==> src/rtl/tt_pkg.sv <==
package tt_pkg;

  typedef enum logic [1:0] {
    ST_IDLE,
    ST_STOP,
    ST_WAIT
  } ttState_t;

  // strobes from control to datapath, at most one ratio action per cycle
  typedef struct packed {
    logic ratioLoad;
    logic ratioDec;
    logic ratioInc;
    logic vidLoad;
    logic tmrStop;
    logic tmrWait;
    logic modOn;
    logic modOff;
  } ttStrobe_t;

endpackage

==> src/rtl/tt_datapath.sv <==
module tt_datapath
  import tt_pkg::*;
#(
  parameter int RW          = 6,
  parameter int VW          = 8,
  parameter int MIN_RATIO   = 8,
  parameter int VID_BASE    = 40,
  parameter int VID_STEP    = 4,
  parameter int STOP_CYC    = 100,
  parameter int RECHECK_CYC = 50000,
  parameter int MOD_PERIOD  = 16,
  parameter int MOD_ON      = 8
) (
  input  logic            clk,
  input  logic            rstN,
  input  ttStrobe_t       stb,
  input  logic [RW-1:0]   curRatio,
  output logic [RW-1:0]   ratioQ,
  output logic [VW-1:0]   vidQ,
  output logic            tmrZero,
  output logic [31:0]     tmrVal,
  output logic            atMin,
  output logic            atTarget,
  output logic            modEnQ,
  output logic            dutyOn
);

  localparam int TMAX = (STOP_CYC > RECHECK_CYC) ? STOP_CYC : RECHECK_CYC;
  localparam int TW   = $clog2(TMAX + 1);
  localparam int DW   = (MOD_PERIOD > 1) ? $clog2(MOD_PERIOD) : 1;

  logic [TW-1:0] tmrQ;
  logic [DW-1:0] dutyQ;

  // voltage code as a linear function of the ratio, floored at the minimum
  function automatic logic [VW-1:0] vidOf(input logic [RW-1:0] r);
    if (int'(r) <= MIN_RATIO) return VW'(VID_BASE);
    return VW'(VID_BASE + (int'(r) - MIN_RATIO) * VID_STEP);
  endfunction

  always_ff @(posedge clk or negedge rstN) begin
    if (!rstN) begin
      ratioQ <= RW'(MIN_RATIO);
      vidQ   <= VW'(VID_BASE);
    end else begin
      if (stb.ratioLoad) begin
        ratioQ <= curRatio;
        vidQ   <= vidOf(curRatio);
      end else if (stb.ratioDec) begin
        ratioQ <= ratioQ - 1'b1;
      end else if (stb.ratioInc) begin
        ratioQ <= ratioQ + 1'b1;
        vidQ   <= vidOf(ratioQ + 1'b1);
      end else if (stb.vidLoad) begin
        vidQ   <= vidOf(ratioQ);
      end
    end
  end

  // one shared down-counter serves the stop window and the recheck interval
  always_ff @(posedge clk or negedge rstN) begin
    if (!rstN) begin
      tmrQ <= '0;
    end else if (stb.tmrStop) begin
      tmrQ <= TW'(STOP_CYC - 1);
    end else if (stb.tmrWait) begin
      tmrQ <= TW'(RECHECK_CYC - 1);
    end else if (tmrQ != '0) begin
      tmrQ <= tmrQ - 1'b1;
    end
  end

  always_ff @(posedge clk or negedge rstN) begin
    if (!rstN) begin
      modEnQ <= 1'b0;
      dutyQ  <= '0;
    end else begin
      if (stb.modOn) begin
        modEnQ <= 1'b1;
      end else if (stb.modOff) begin
        modEnQ <= 1'b0;
      end
      if (!modEnQ || dutyQ == DW'(MOD_PERIOD - 1)) begin
        dutyQ <= '0;
      end else begin
        dutyQ <= dutyQ + 1'b1;
      end
    end
  end

  generate
    if (MOD_ON >= MOD_PERIOD) begin : g_dutyFull
      assign dutyOn = 1'b1;
    end else begin : g_dutyCmp
      assign dutyOn = (dutyQ < DW'(MOD_ON));
    end
  endgenerate

  assign tmrZero  = (tmrQ == '0);
  assign tmrVal   = 32'(tmrQ);
  assign atMin    = (int'(ratioQ) <= MIN_RATIO);
  assign atTarget = (ratioQ >= curRatio);

  AST_DUTY_IN_RANGE: assert property (@(posedge clk) disable iff (!rstN)
    modEnQ |-> (int'(dutyQ) < MOD_PERIOD)) else $error("duty counter out of range");
  AST_NO_DEC_AT_FLOOR: assert property (@(posedge clk) disable iff (!rstN)
    stb.ratioDec |-> (int'(ratioQ) > MIN_RATIO)) else $error("ratio decrement at floor");
  AST_INC_BELOW_TARGET: assert property (@(posedge clk) disable iff (!rstN)
    stb.ratioInc |-> (ratioQ < curRatio)) else $error("ratio raised past target");

endmodule

==> src/rtl/tt_control.sv <==
module tt_control
  import tt_pkg::*;
#(
  parameter int STOP_CYC = 100
) (
  input  logic        clk,
  input  logic        rstN,
  input  logic        marginZero,
  input  logic        tmrZero,
  input  logic [31:0] tmrVal,
  input  logic        atMin,
  input  logic        atTarget,
  output ttStrobe_t   stb,
  output logic        clkStop,
  output logic        hotN
);

  ttState_t stateQ, stateNxt;
  logic     hotQ;

  always_ff @(posedge clk or negedge rstN) begin
    if (!rstN) begin
      stateQ <= ST_IDLE;
      hotQ   <= 1'b0;
    end else begin
      stateQ <= stateNxt;
      hotQ   <= marginZero;
    end
  end

  always_comb begin
    stb      = '0;
    stateNxt = stateQ;
    case (stateQ)
      ST_IDLE: begin
        if (hotQ) begin
          if (!atMin) begin
            stb.ratioDec = 1'b1;
            stb.tmrStop  = 1'b1;
            stateNxt     = ST_STOP;
          end else begin
            stb.modOn    = 1'b1;
            stb.tmrWait  = 1'b1;
            stateNxt     = ST_WAIT;
          end
        end else begin
          stb.ratioLoad = 1'b1;
        end
      end
      ST_STOP: begin
        if (tmrZero) begin
          stb.vidLoad = 1'b1;
          stb.tmrWait = 1'b1;
          stateNxt    = ST_WAIT;
        end
      end
      ST_WAIT: begin
        if (tmrZero) begin
          if (hotQ) begin
            if (!atMin) begin
              stb.ratioDec = 1'b1;
              stb.tmrStop  = 1'b1;
              stateNxt     = ST_STOP;
            end else begin
              stb.modOn    = 1'b1;
              stb.tmrWait  = 1'b1;
            end
          end else begin
            stb.modOff = 1'b1;
            if (!atTarget) begin
              stb.ratioInc = 1'b1;
              stb.tmrStop  = 1'b1;
              stateNxt     = ST_STOP;
            end else begin
              stateNxt     = ST_IDLE;
            end
          end
        end
      end
      default: stateNxt = ST_IDLE;
    endcase
  end

  assign clkStop = (stateQ == ST_STOP);
  assign hotN    = ~hotQ;

  AST_STOP_WINDOW_BOUNDED: assert property (@(posedge clk) disable iff (!rstN)
    (stateQ == ST_STOP) |-> (tmrVal < STOP_CYC)) else $error("stop window overrun");
  AST_STOP_ENDS_IN_WAIT: assert property (@(posedge clk) disable iff (!rstN)
    (stateQ == ST_STOP && tmrZero) |=> (stateQ == ST_WAIT)) else $error("stop did not end");

endmodule

==> src/rtl/thermal_throttle_ctrl.sv <==
module thermal_throttle_ctrl
  import tt_pkg::*;
#(
  parameter int MW          = 8,
  parameter int RW          = 6,
  parameter int VW          = 8,
  parameter int IW          = 4,
  parameter int MIN_RATIO   = 8,
  parameter int VID_BASE    = 40,
  parameter int VID_STEP    = 4,
  parameter int STOP_CYC    = 100,
  parameter int RECHECK_CYC = 50000,
  parameter int MOD_PERIOD  = 16,
  parameter int MOD_ON      = 8
) (
  input  logic          clk,
  input  logic          rstN,
  input  logic [MW-1:0] margin,
  input  logic [RW-1:0] curRatio,
  input  logic          snoopIn,
  input  logic [IW-1:0] irqIn,
  output logic          clkStop,
  output logic [RW-1:0] ratioOut,
  output logic [VW-1:0] vidOut,
  output logic          modEn,
  output logic          coreClkEn,
  output logic          hotN,
  output logic          snoopOut,
  output logic [IW-1:0] irqOut
);

  ttStrobe_t   stb;
  logic        tmrZero;
  logic [31:0] tmrVal;
  logic        atMin;
  logic        atTarget;
  logic        dutyOn;

  tt_control #(
    .STOP_CYC (STOP_CYC)
  ) u_control (
    .clk        (clk),
    .rstN       (rstN),
    .marginZero (margin == '0),
    .tmrZero    (tmrZero),
    .tmrVal     (tmrVal),
    .atMin      (atMin),
    .atTarget   (atTarget),
    .stb        (stb),
    .clkStop    (clkStop),
    .hotN       (hotN)
  );

  tt_datapath #(
    .RW          (RW),
    .VW          (VW),
    .MIN_RATIO   (MIN_RATIO),
    .VID_BASE    (VID_BASE),
    .VID_STEP    (VID_STEP),
    .STOP_CYC    (STOP_CYC),
    .RECHECK_CYC (RECHECK_CYC),
    .MOD_PERIOD  (MOD_PERIOD),
    .MOD_ON      (MOD_ON)
  ) u_datapath (
    .clk      (clk),
    .rstN     (rstN),
    .stb      (stb),
    .curRatio (curRatio),
    .ratioQ   (ratioOut),
    .vidQ     (vidOut),
    .tmrZero  (tmrZero),
    .tmrVal   (tmrVal),
    .atMin    (atMin),
    .atTarget (atTarget),
    .modEnQ   (modEn),
    .dutyOn   (dutyOn)
  );

  assign coreClkEn = ~clkStop & (~modEn | dutyOn);
  assign snoopOut  = snoopIn;
  assign irqOut    = irqIn;

  AST_STEP_BY_ONE: assert property (@(posedge clk) disable iff (!rstN)
    $rose(clkStop) |-> (ratioOut == $past(ratioOut) - 1'b1 || ratioOut == $past(ratioOut) + 1'b1))
    else $error("ratio step not one");
  AST_VID_FROZEN_IN_STOP: assert property (@(posedge clk) disable iff (!rstN)
    (clkStop && $past(clkStop)) |-> $stable(vidOut)) else $error("vid moved in stop");
  AST_MOD_AT_FLOOR: assert property (@(posedge clk) disable iff (!rstN)
    modEn |-> (int'(ratioOut) == MIN_RATIO)) else $error("modulation above floor");
  AST_NO_MOD_WHILE_STOPPED: assert property (@(posedge clk) disable iff (!rstN)
    clkStop |-> !modEn) else $error("modulation during stop");

endmodule

==> config.mk <==
export PLATFORM = sky130hd
export DESIGN_NAME = thermal_throttle_ctrl
export DESIGN_NICKNAME = d
export VERILOG_FILES = /design/src/rtl/tt_pkg.sv /design/src/rtl/tt_datapath.sv /design/src/rtl/tt_control.sv /design/src/rtl/thermal_throttle_ctrl.sv
export SDC_FILE = /design/constraint.sdc
export NUM_CORES = 1
export LEC_CHECK = 0
export ABC_AREA = 1
export BUFFER_PORTS_ARGS = -buffer_cell sky130_fd_sc_hd__buf_4
export CAP_MARGIN = 30
export CORE_UTILIZATION = 63
export DETAILED_ROUTE_END_ITERATION = 6
export PLACE_DENSITY = 0.87
export SLEW_MARGIN = 40
export SYNTH_ARGS = -nofsm -noshare
export SYNTH_HDL_FRONTEND = slang
export SYNTH_HIERARCHICAL = 1
export SYNTH_SLANG_ARGS = --single-unit
==> constraint.sdc <==
create_clock -name clk -period 5.07 [get_ports clk]
set_input_delay 0.7605 -clock clk [delete_from_list [all_inputs] [get_ports clk]]
set_output_delay 0.7605 -clock clk [all_outputs]
set_load 0.02 [all_outputs]
# == Word level (Yosys, flattened, before mapping) ==
# Cells that the tools add are included.
# word_totals
inputBits,21
register_bits,38
# op_classes
eq_ne,8
n_reduce_logical,12
n_bitwise,5
add_sub_neg,10
n_lt_le_gt_ge,5
mux,58
# op_table
operator,n
8-bit 2-to-1 mux,10
16-bit 2-to-1 mux,3
1-bit 2-to-1 mux,25
"7-bit by 8-bit adder with 8-bit output, first input constant",3
"6-bit by 4-bit <= comparator with 1-bit output, second input constant",3
2-bit 2-to-1 mux,9
6-bit 2-to-1 mux,3
"6-bit by 4-bit subtractor with 6-bit output, second input constant",3
16-bit logical NOT,1
16-bit nonzero test,1
"16-bit by 1-bit subtractor with 16-bit output, second input constant",1
3-bit nonzero test,3
8-bit logical NOT,1
4-bit 2-to-1 mux,2
"6-bit by 1-bit adder with 6-bit output, second input constant",1
6-bit greater-or-equal comparator,1
"2-bit by 1-bit != test with 1-bit output, second input constant",3
1-bit one-hot mux with 2 select lines,3
2-bit one-hot mux with 3 select lines,1
"6-bit by 1-bit subtractor with 6-bit output, second input constant",1
"4-bit by 1-bit adder with 4-bit output, second input constant",1
"4-bit equality test, second input constant",1
"4-bit < comparator, second input constant",1
4-bit AND reduction,1
14 further kinds,16

# == Longest topological paths before layout ==
# Gate-level depths: netlist (run 1).
# depth
word_depth,13
ltp_mapped,17

# == Cells and area by module ==
# Netlist (run 1), hierarchy kept.
# modules_own_cells
mod,area_per_inst_um2,cells_per_inst,n_inst
tt_datapath,2801.4,387,1
tt_control,219.0,38,1
thermal_throttle_ctrl,72.6,14,1

# == Least setup slack after synthesis (run 1) ==
# OpenSTA, ideal clock, no wires.
# synth_path
path_type,input to register
start,input curRatio[5]
end,register u_datapath.vidQ[2]
stages,12
setup_ps,123
arrival_time_ps,2783
setup_slack_ps,2164
required_ps,4947
path_cell_list,inv_1 ha_1 nand2_1 inv_1 o211ai_1 o2111ai_1 nor4_1 nor2_1 o21ai_2 inv_2 a31oi_1 a21oi_1
# synth_rtl
item,line,rtl
start: declaration,thermal_throttle_ctrl.sv:19,"input logic [RW-1:0] curRatio,"
end signal: assignment,tt_datapath.sv:44,vidQ <= VW'(VID_BASE);
end signal: assignment,tt_datapath.sv:48,vidQ <= vidOf(curRatio);
end signal: assignment,tt_datapath.sv:53,vidQ <= vidOf(ratioQ + 1'b1);
end: declaration,tt_datapath.sv:19,"output logic [VW-1:0] vidQ,"

==> results of run 1 <==
==> worst min-delay path by stage <==
| stage | startpoint | endpoint | slack (ns) | depth (start not counted) |
|---|---|---|---|---|
| after global routing | rstN | u_datapath/tmrQ[12] | 0.46 | 1 |
| after detailed placement | u_datapath/dutyQ[0] | u_datapath/dutyQ[0] | 0.46 | 1 |
| after CTS | rstN | u_datapath/ratioQ[4] | 0.44 | 1 |
| after global placement | u_datapath/dutyQ[0] | u_datapath/dutyQ[0] | 0.45 | 1 |
| final | rstN | u_datapath/vidQ[4] | 0.43 | 1 |
| after floorplan | u_datapath/dutyQ[0] | u_datapath/dutyQ[0] | 0.43 | 1 |
==> registers in the layout, summed over array words and instances (netlist names) <==
signal / count
u_control/hotQ: 1
u_control/stateQ: 2
u_datapath/dutyQ: 4
u_datapath/modEnQ: 1
u_datapath/ratioQ: 6
u_datapath/tmrQ: 16
u_datapath/vidQ: 6
==> report_power, final <==
part | internal (mW) | switching (mW)
registers | 0.287 | 0.0000614
logic | 0.0147 | 0.0205
clock network | 0.111 | 0.108
==> per-stage QoR <==
stage / area (sq um) / util / setup WS [ns] / cells
after floorplan: 2980 / - / 2.16 / 424
after global placement: 3200 / 0.721 / 1.81 / 496
after detailed placement: 3210 / 0.722 / 1.92 / 496
after CTS: 3310 / 0.744 / 1.90 / 504
after global routing: 3310 / 0.744 / 1.82 / 504
final: 3310 / 0.744 / 2.08 / 504
==> layout by cell type (no fill, tap or decap), drive strengths merged, types with 5 or more instances in the layout <==
cell type / instances
inv: 66
buf: 32
nand3: 36
nor2: 47
nand4: 6
dfrtp: 33
clkbuf: 6
xor2: 9
ha: 25
xnor2: 5
nor3: 9
o21ai: 26
a31oi: 6
nand2: 97
a21oi: 28
==> cell type report <==
cell class	count	area, sq um	share of cell area
clock buffer	6	82.6	0.0250
clock inverter	2	13.8	0.00416
inverter	65	246	0.0746
multi-input combinational	311	1750	0.530
sequential	36	905	0.274
tap	52	65.1	0.0197
timing repair buffer	32	240	0.0727
==> routing by layer <==
metal,routed length (microns),vias to the layer above,GRT usage
li1,-,1414,-
met3,520,27,0.0470
met4,180,0,0.116
met1,2890,1320,0.352
met5,0,-,0
met2,3560,147,0.526
==> worst max-delay path: cells and delay by family <==
kind	cells	cell delay (ns)
compound gates	5	0.67
simple gates	4	1.04
buf+inv	4	0.47
fa+ha+maj	1	0.28
==> impl_metrics.toml, run 1 <==
[timing]
fin_worst_skew_ns = 0.00964
setup-violations-final = 0
slew_viol_final = 0
fmax_mhz = 334
hold_viol_final = 0
post-route-min-period_ns = 2.99
hold_ws_ns = 0.429
rsz0062_at_grt = "no"
worst_slew_pin_slew_ns = 0.661
min_period_over_period = 0.590
slew_headroom = 0.556
tns_ns = 0

[setup_path]
crit_slowest_cell = "nor4_2"
end_kind = "register"
crit_end = "u_datapath/ratioQ[2]"
cpPeakStageDelay_ns = 0.64
reg2reg_to = "u_datapath/tmrQ[15]"
crit_type = "in2reg"
crit_start = "curRatio[3]"
cp_max_fo = 8
worstPathArrival_ns = 3.19
r2r_setup_slack_ns = 2.10
crit_required_ns = 5.27
worstSetupStartpointType = "input pin"
worstReg2RegStart = "u_datapath/ratioQ[0]"
cp_common_cell = "inv_1"
crit_chain = "buf_4, inv_1, ha_1, nand2_1, inv_1, o211ai_1, o2111ai_1, nor4_2, nor2_1, nand2_1, inv_1, a21oi_1, o21ai_0, o21ai_0"
reg2reg_depth = 17

[die]
start_util = 0.669
num_io_pins = 44
dieHeight_microns = 70.7
die_area_sq_um = 5000
num_rows = 24
core-area_sq_um = 4440
die_w_microns = 70.7

[finish]
fillers = 346
drive_gt1_frac = 0.181
diodes = 0
final_nets = 497
syn2layout_area_growth_pct = 11.2

[global_routing]
grt_max_degree = 37
grt_overflow_total = 0
grt_pass1_vias = 2671
track_usage = 0.293
antenna_found_initial = 0
grt_pass1_wl_mm = 11.7

[power]
power.leakage_nw = 1.74
p_per_area_nw_per_um2 = 164
peakVddDrop_uv = 115
power_mw = 0.542

[run]
maxCapViolations = 0

[placement]
hpwl_mm = 5.29
port_buffers = 31
gp_congestion = 0.969

[drt]
drt_wl_total_mm = 7.15
final_antenna_net_count = 0
drt_iter0_drc = 339
route.detailed.drc = 10
drt_first_pass_iters = 7
avgRoutedWirePerCell_microns = 14.2
via_per_inst = 5.77
via_count = 2908

[clocking]
cts.sinks = 36
post_cts_buffers = 0
cts_tree = "done"
hold_buffers = 0
cts-root-buf = "clkbuf_8"
cts-resized-gates = 0
clkLatencyLatePin_ns = 0.28
cts_htree_levels = 2
clk_pin_slew_worst_paths_ns = 0.08
clock_path_buffers = 2
numCtsBuffers = 5

[min_path]
hp-class = "in2async"

[yosys]
synth_cells = 423
yosys_warnings = 6
synth_area_sq_um = 2970
synth.avg_cell_area_sq_um = 7.03

[run_status]
outcome = "finished, violations left"
violations = "DRC"
(Power assumes the default switching activity.)
==> run 2, diff against run 1 <==
- ABC_AREA: 1 -> 0
- CORE_UTILIZATION: 63 -> 52
- PLACE_DENSITY: 0.87 -> 0.77
- clock period: 5.07 -> 2.6 ns (I/O delays scaled with it)
==> run 2 against run 1 <==
The flow finishes with violations (setup timing). Largest cell class unchanged. Critical path depth fell by 4. Critical path type is now reg2reg. Sequential share of layout area is 3.3 points lower. Register-to-register slack worse by 2.3 ns. Synthesized cell count fell by 23%. Area after synthesis down 5.5%. Global-route usage fell by 0.90 points. Wire length up 10%. Final area is 14% higher. Die area is 14% higher. Worst hold slack worse by 0.38 ns. Final cell count fell by 6.5%. Combinational power increased to 3.4 times the previous value.
==> impl_metrics.toml, run 2 <==
[setup_path]
crit_slowest_cell = "or4_4"
crit_required_ns = 2.76
critPathBufInv = 3
end_kind = "register"
cpPeakStageDelay_ns = 0.60
worstPathArrival_ns = 2.99
crit_chain = "or4_4, or4_4, clkinv_8, and2b_1, nor4_4, buf_6, buf_4, a22oi_1, xnor2_1, o21ai_1"
reg2reg_depth = 10
cp_max_fo = 8
r2r_setup_slack_ns = -0.23
crit_family = "simple AND/OR/NAND/NOR gates"
cp_common_cell = "or4_4"
crit_type = "reg2reg"
reg2reg_to = "u_datapath/ratioQ[2]"
worstSetupStartpointType = "register"
worstReg2RegStart = "u_datapath/tmrQ[6]"

[drt]
via_per_inst = 5.80
drt_iter0_drc = 194
route.detailed.drc = 0
drt_wl_total_mm = 7.89
via_count = 2734
avgRoutedWirePerCell_microns = 16.8
drt_first_pass_iters = 5
final_antenna_net_count = 0

[clocking]
clkLatencyLatePin_ns = 0.29
clock_path_buffers = 2
clk_pin_slew_worst_paths_ns = 0.08
cts.sinks = 36
cts-root-buf = "clkbuf_8"
cts_htree_levels = 2
cts_tree = "done"
numCtsBuffers = 5

[timing]
setup-violations-final = 23
worst_slack_ns = -0.226
tns_ns = -2.39
hold_ws_ns = 0.0512
post-route-min-period_ns = 2.83
slew_headroom = 0.498
hold_viol_final = 0
min_period_over_period = 1.09
slew_viol_final = 0
worst_slew_pin_slew_ns = 0.748
fmax_mhz = 354
fin_worst_skew_ns = 0.00820
rsz0062_at_grt = "yes"

[run]
maxCapViolations = 0

[die]
num_io_pins = 44
core-area_sq_um = 5140
num_rows = 26
die_area_sq_um = 5700
die_w_microns = 75.5
dieHeight_microns = 75.5
start_util = 0.546

[placement]
gp_congestion = 0.915
port_buffers = 31
place_ws_ns = -0.252
placed_area_sq_um = 3410
hpwl_mm = 5.52

[finish]
mostFrequentLayoutCells = "buf_4, dfrtp_1, nor2_1, ha_1, nand2_1"
syn2layout_area_growth_pct = 33.7
drive_gt1_frac = 0.339
diodes = 0
largestRegisters = "u_datapath/tmrQ: 16 flops, u_datapath/ratioQ: 6 flops, u_datapath/vidQ: 6 flops"
final_nets = 446
top_register = "u_datapath/tmrQ"
postLayoutCellArea_sq_um = 3760
largest_register_ffs = 16
final_common_cell = "buf_4"

[power]
peakVddDrop_uv = 176
power.leakage_nw = 1.70
p_per_area_nw_per_um2 = 328
power_mw = 1.23

[yosys]
synth.avg_cell_area_sq_um = 8.64
synth_cells = 325
synth_area_sq_um = 2810
yosys_warnings = 6

[global_routing]
track_usage = 0.284
grt_pass1_wl_mm = 12.1
grt_overflow_total = 0
antenna_found_initial = 0
grt_max_degree = 37
grt_pass1_vias = 2569

[min_path]
hp-class = "in2async"

[run_status]
violations = "setup timing"
outcome = "finished, violations left"
## run 2: how the worst max path moves through the flow
stage | slack (ns) | cells after the start | endpoint | startpoint
floorplan | -0.29 | 11 | u_datapath/vidQ[5] | u_datapath/tmrQ[6]
global placement | -0.20 | 10 | u_datapath/vidQ[5] | u_datapath/tmrQ[10]
detailed placement | -0.25 | 12 | u_datapath/vidQ[7] | u_datapath/tmrQ[1]
CTS | -0.19 | 10 | u_datapath/vidQ[3] | u_datapath/tmrQ[4]
global route | -0.32 | 13 | u_datapath/ratioQ[1] | u_datapath/tmrQ[1]
finish | -0.23 | 10 | u_datapath/ratioQ[2] | u_datapath/tmrQ[6]
## run 2: layout make-up
type	instances	area, sq um
Clock inverter	1	30.0
Tap cell	70	87.6
Fill cell	405	1380
Clock buffer	7	96.3
Inverter	25	106
Timing Repair Buffer	86	682
Sequential cell	36	905
Multi-Input combinational cell	246	1850
## run 2: repair_timing
item | in CTS | in global routing
setup endpoints to repair | 27 | 28
setup buffers | 4 | 5
hold buffers | 0 | 0
gates resized for setup | 20 | 16
pin swaps | 8 | 6
gates cloned | 0 | 1
## run 2: metrics by stage
step                std cells  utilization
global placement          453        0.663
global route              471        0.731
CTS                       465        0.706
detailed placement        453        0.663
floorplan                 326            -
finish                    471        0.731
## run 2: metal layers
| metal | GRT usage | up-vias | share of wire | routed length, microns |
|---|---|---|---|---|
| met3 | 0.0503 | 28 | 0.055 | 438 |
| li1 | - | 1291 | - | - |
| met5 | 0 | - | 0 | 0 |
| met4 | 0.134 | 0 | 0.035 | 275 |
| met1 | 0.338 | 1302 | 0.40 | 3150 |
| met2 | 0.498 | 113 | 0.51 | 4020 |
## run 2: worst register-to-register path, stage by stage, from the launching register on
cell	delay, ns
dfrtp_1	0.39
or4_4	0.53
or4_4	0.60
clkinv_8	0.07
and2b_1	0.20
nor4_4	0.19
buf_6	0.18
buf_4	0.12
a22oi_1	0.09
xnor2_1	0.21
o21ai_1	0.11
## run 2: power breakdown
group,switching [mW],leakage (nW),internal (mW)
sequential,0.00189,0.434,0.562
combinational,0.0691,1.21,0.0488
clock,0.212,0.0645,0.339
total,0.283,1.70,0.949
==> run 3, diff against run 2 <==
- CORE_UTILIZATION: 52 -> 54
- CTS_BUF_LIST: default -> sky130_fd_sc_hd__clkbuf_8
- PLACE_DENSITY: 0.77 -> 0.79
==> run 3 against run 2 <==
The run still ends with setup timing left. Sequential power barely moved. Critical path depth increased by 2. Global-route usage rose by 2.3 points. Maximum frequency fell by 2.4%. Largest power group unchanged.
==> impl_metrics.toml, run 3 (synthesized netlist as in run 2, its figures left out) <==
[run_status]
outcome = "finished, violations left"
violations = "setup timing"

[timing]
setup-violations-final = 28
hold_ws_ns = 0.0390
rsz0062_at_grt = "yes"
hold_viol_final = 0
worst_slack_ns = -0.295
tns_ns = -5.14
fin_worst_skew_ns = 0.00432
min_period_over_period = 1.11
slew_viol_final = 0
post-route-min-period_ns = 2.89
fmax_mhz = 345

[finish]
multi_input_comb_area_sq_um = 1880
drive_gt1_frac = 0.363
seqCellArea_sq_um = 905
final_nets = 453
final_util = 0.788
fillers = 302
diodes = 0
final_common_cell = "buf_4"
largest_register_ffs = 16
mostFrequentLayoutCells = "buf_4, dfrtp_1, nor2_1, nand2_1, ha_1"
largestRegisters = "u_datapath/tmrQ: 16 flops, u_datapath/ratioQ: 6 flops, u_datapath/vidQ: 6 flops"
syn2layout_area_growth_pct = 35.9
top_register = "u_datapath/tmrQ"

[placement]
gp_congestion = 0.919
hpwl_mm = 5.62
port_buffers = 31

[drt]
via_count = 2872
final_antenna_net_count = 0
drt_iter0_drc = 204
route.detailed.drc = 0
drt_first_pass_iters = 5
avgRoutedWirePerCell_microns = 17.7
drt_wl_total_mm = 8.40
via_per_inst = 6.05

[min_path]
hp-class = "in2async"

[die]
die_w_microns = 74.1
num_rows = 25
dieHeight_microns = 74.1
start_util = 0.579
num_io_pins = 44
core-area_sq_um = 4850
die_area_sq_um = 5490

[setup_path]
worstSetupStartpointType = "register"
cpPeakStageDelay_ns = 0.48
crit_chain = "inv_2, ha_4, or4b_4, or4_4, clkinv_8, and2b_2, nor4_4, buf_6, nor3_4, a41oi_2, xnor2_1, o21ai_1"
reg2reg_depth = 12
crit_family = "simple AND/OR/NAND/NOR gates"
path_depth = 12
crit_type = "reg2reg"
crit_required_ns = 2.77
worstPathArrival_ns = 3.07
cp_max_fo = 7
crit_slowest_cell = "or4_4"
end_kind = "register"
critPathBufInv = 3

[global_routing]
grt_pass1_wl_mm = 12.7
grt_pass1_vias = 2737
grt_max_degree = 37
track_usage = 0.307
grt_overflow_total = 0
antenna_found_initial = 0

[clocking]
cts-root-buf = "clkbuf_8"
clk_pin_slew_worst_paths_ns = 0.07
cts.sinks = 36
cts_htree_levels = 2
clkLatencyLatePin_ns = 0.29
hold_buffers = 0
clock_path_buffers = 2
cts_tree = "done"
numCtsBuffers = 5

[power]
peakVddDrop_uv = 168
p_per_area_nw_per_um2 = 308
power_mw = 1.18
power.leakage_nw = 1.76

[run]
maxCapViolations = 0
[run 3: final timing paths]
check,slack [ns],startpoint,endpoint
setup / recovery,-0.29,u_datapath/tmrQ[1],u_datapath/ratioQ[4]
hold / removal,0.04,rstN,u_datapath/dutyQ[2]
setup reg to reg,-0.29,u_datapath/tmrQ[1],u_datapath/ratioQ[4]
hold reg to reg,0.49,u_datapath/dutyQ[0],u_datapath/dutyQ[0]
max in group asynchronous,2.21,rstN,u_datapath/vidQ[5]
min in group clk,0.32,margin[2],u_control/hotQ
[run 3: cell type report]
class                   count  area share
multi-input cells         246       0.492
clock inverters             3      0.0111
clock buffers               5      0.0180
inverters                  25      0.0292
repair buffers             93       0.191
well taps                  67      0.0220
flip-flops and latches     36       0.237
[run 3: per-layer routing]
layer / global-route usage / part of all wire / vias to the layer above
met3: 0.0501 / 0.056 / 47
met5: 0 / 0 / -
met1: 0.347 / 0.38 / 1381
met4: 0.156 / 0.045 / 0
met2: 0.558 / 0.52 / 139
li1: - / - / 1305
[run 3: report_power, final]
part | total [mW] | switching (mW) | internal (mW)
registers | 0.563 | 0.00147 | 0.562
logic | 0.116 | 0.0672 | 0.0489
clock network | 0.496 | 0.212 | 0.284
[run 3: stage by stage]
step | worst slack [ns] | area [sq um] | cells
final | -0.295 | 3820 | 475
after CTS | -0.216 | 3690 | 472
after global placement | -0.175 | 3440 | 455
after global routing | -0.411 | 3820 | 475
after detailed placement | -0.264 | 3440 | 455
after floorplan | -0.286 | 2880 | 326
[run 3: repair_timing]
| item | 4_1_cts | 5_1_grt |
|---|---|---|
| pin swaps | 8 | 6 |
| setup endpoints to repair | 25 | 28 |
| gates resized for setup | 26 | 22 |
| buffers inserted | 8 | 3 |
| hold endpoints to repair | 0 | 0 |
| gates cloned | 1 | 0 |
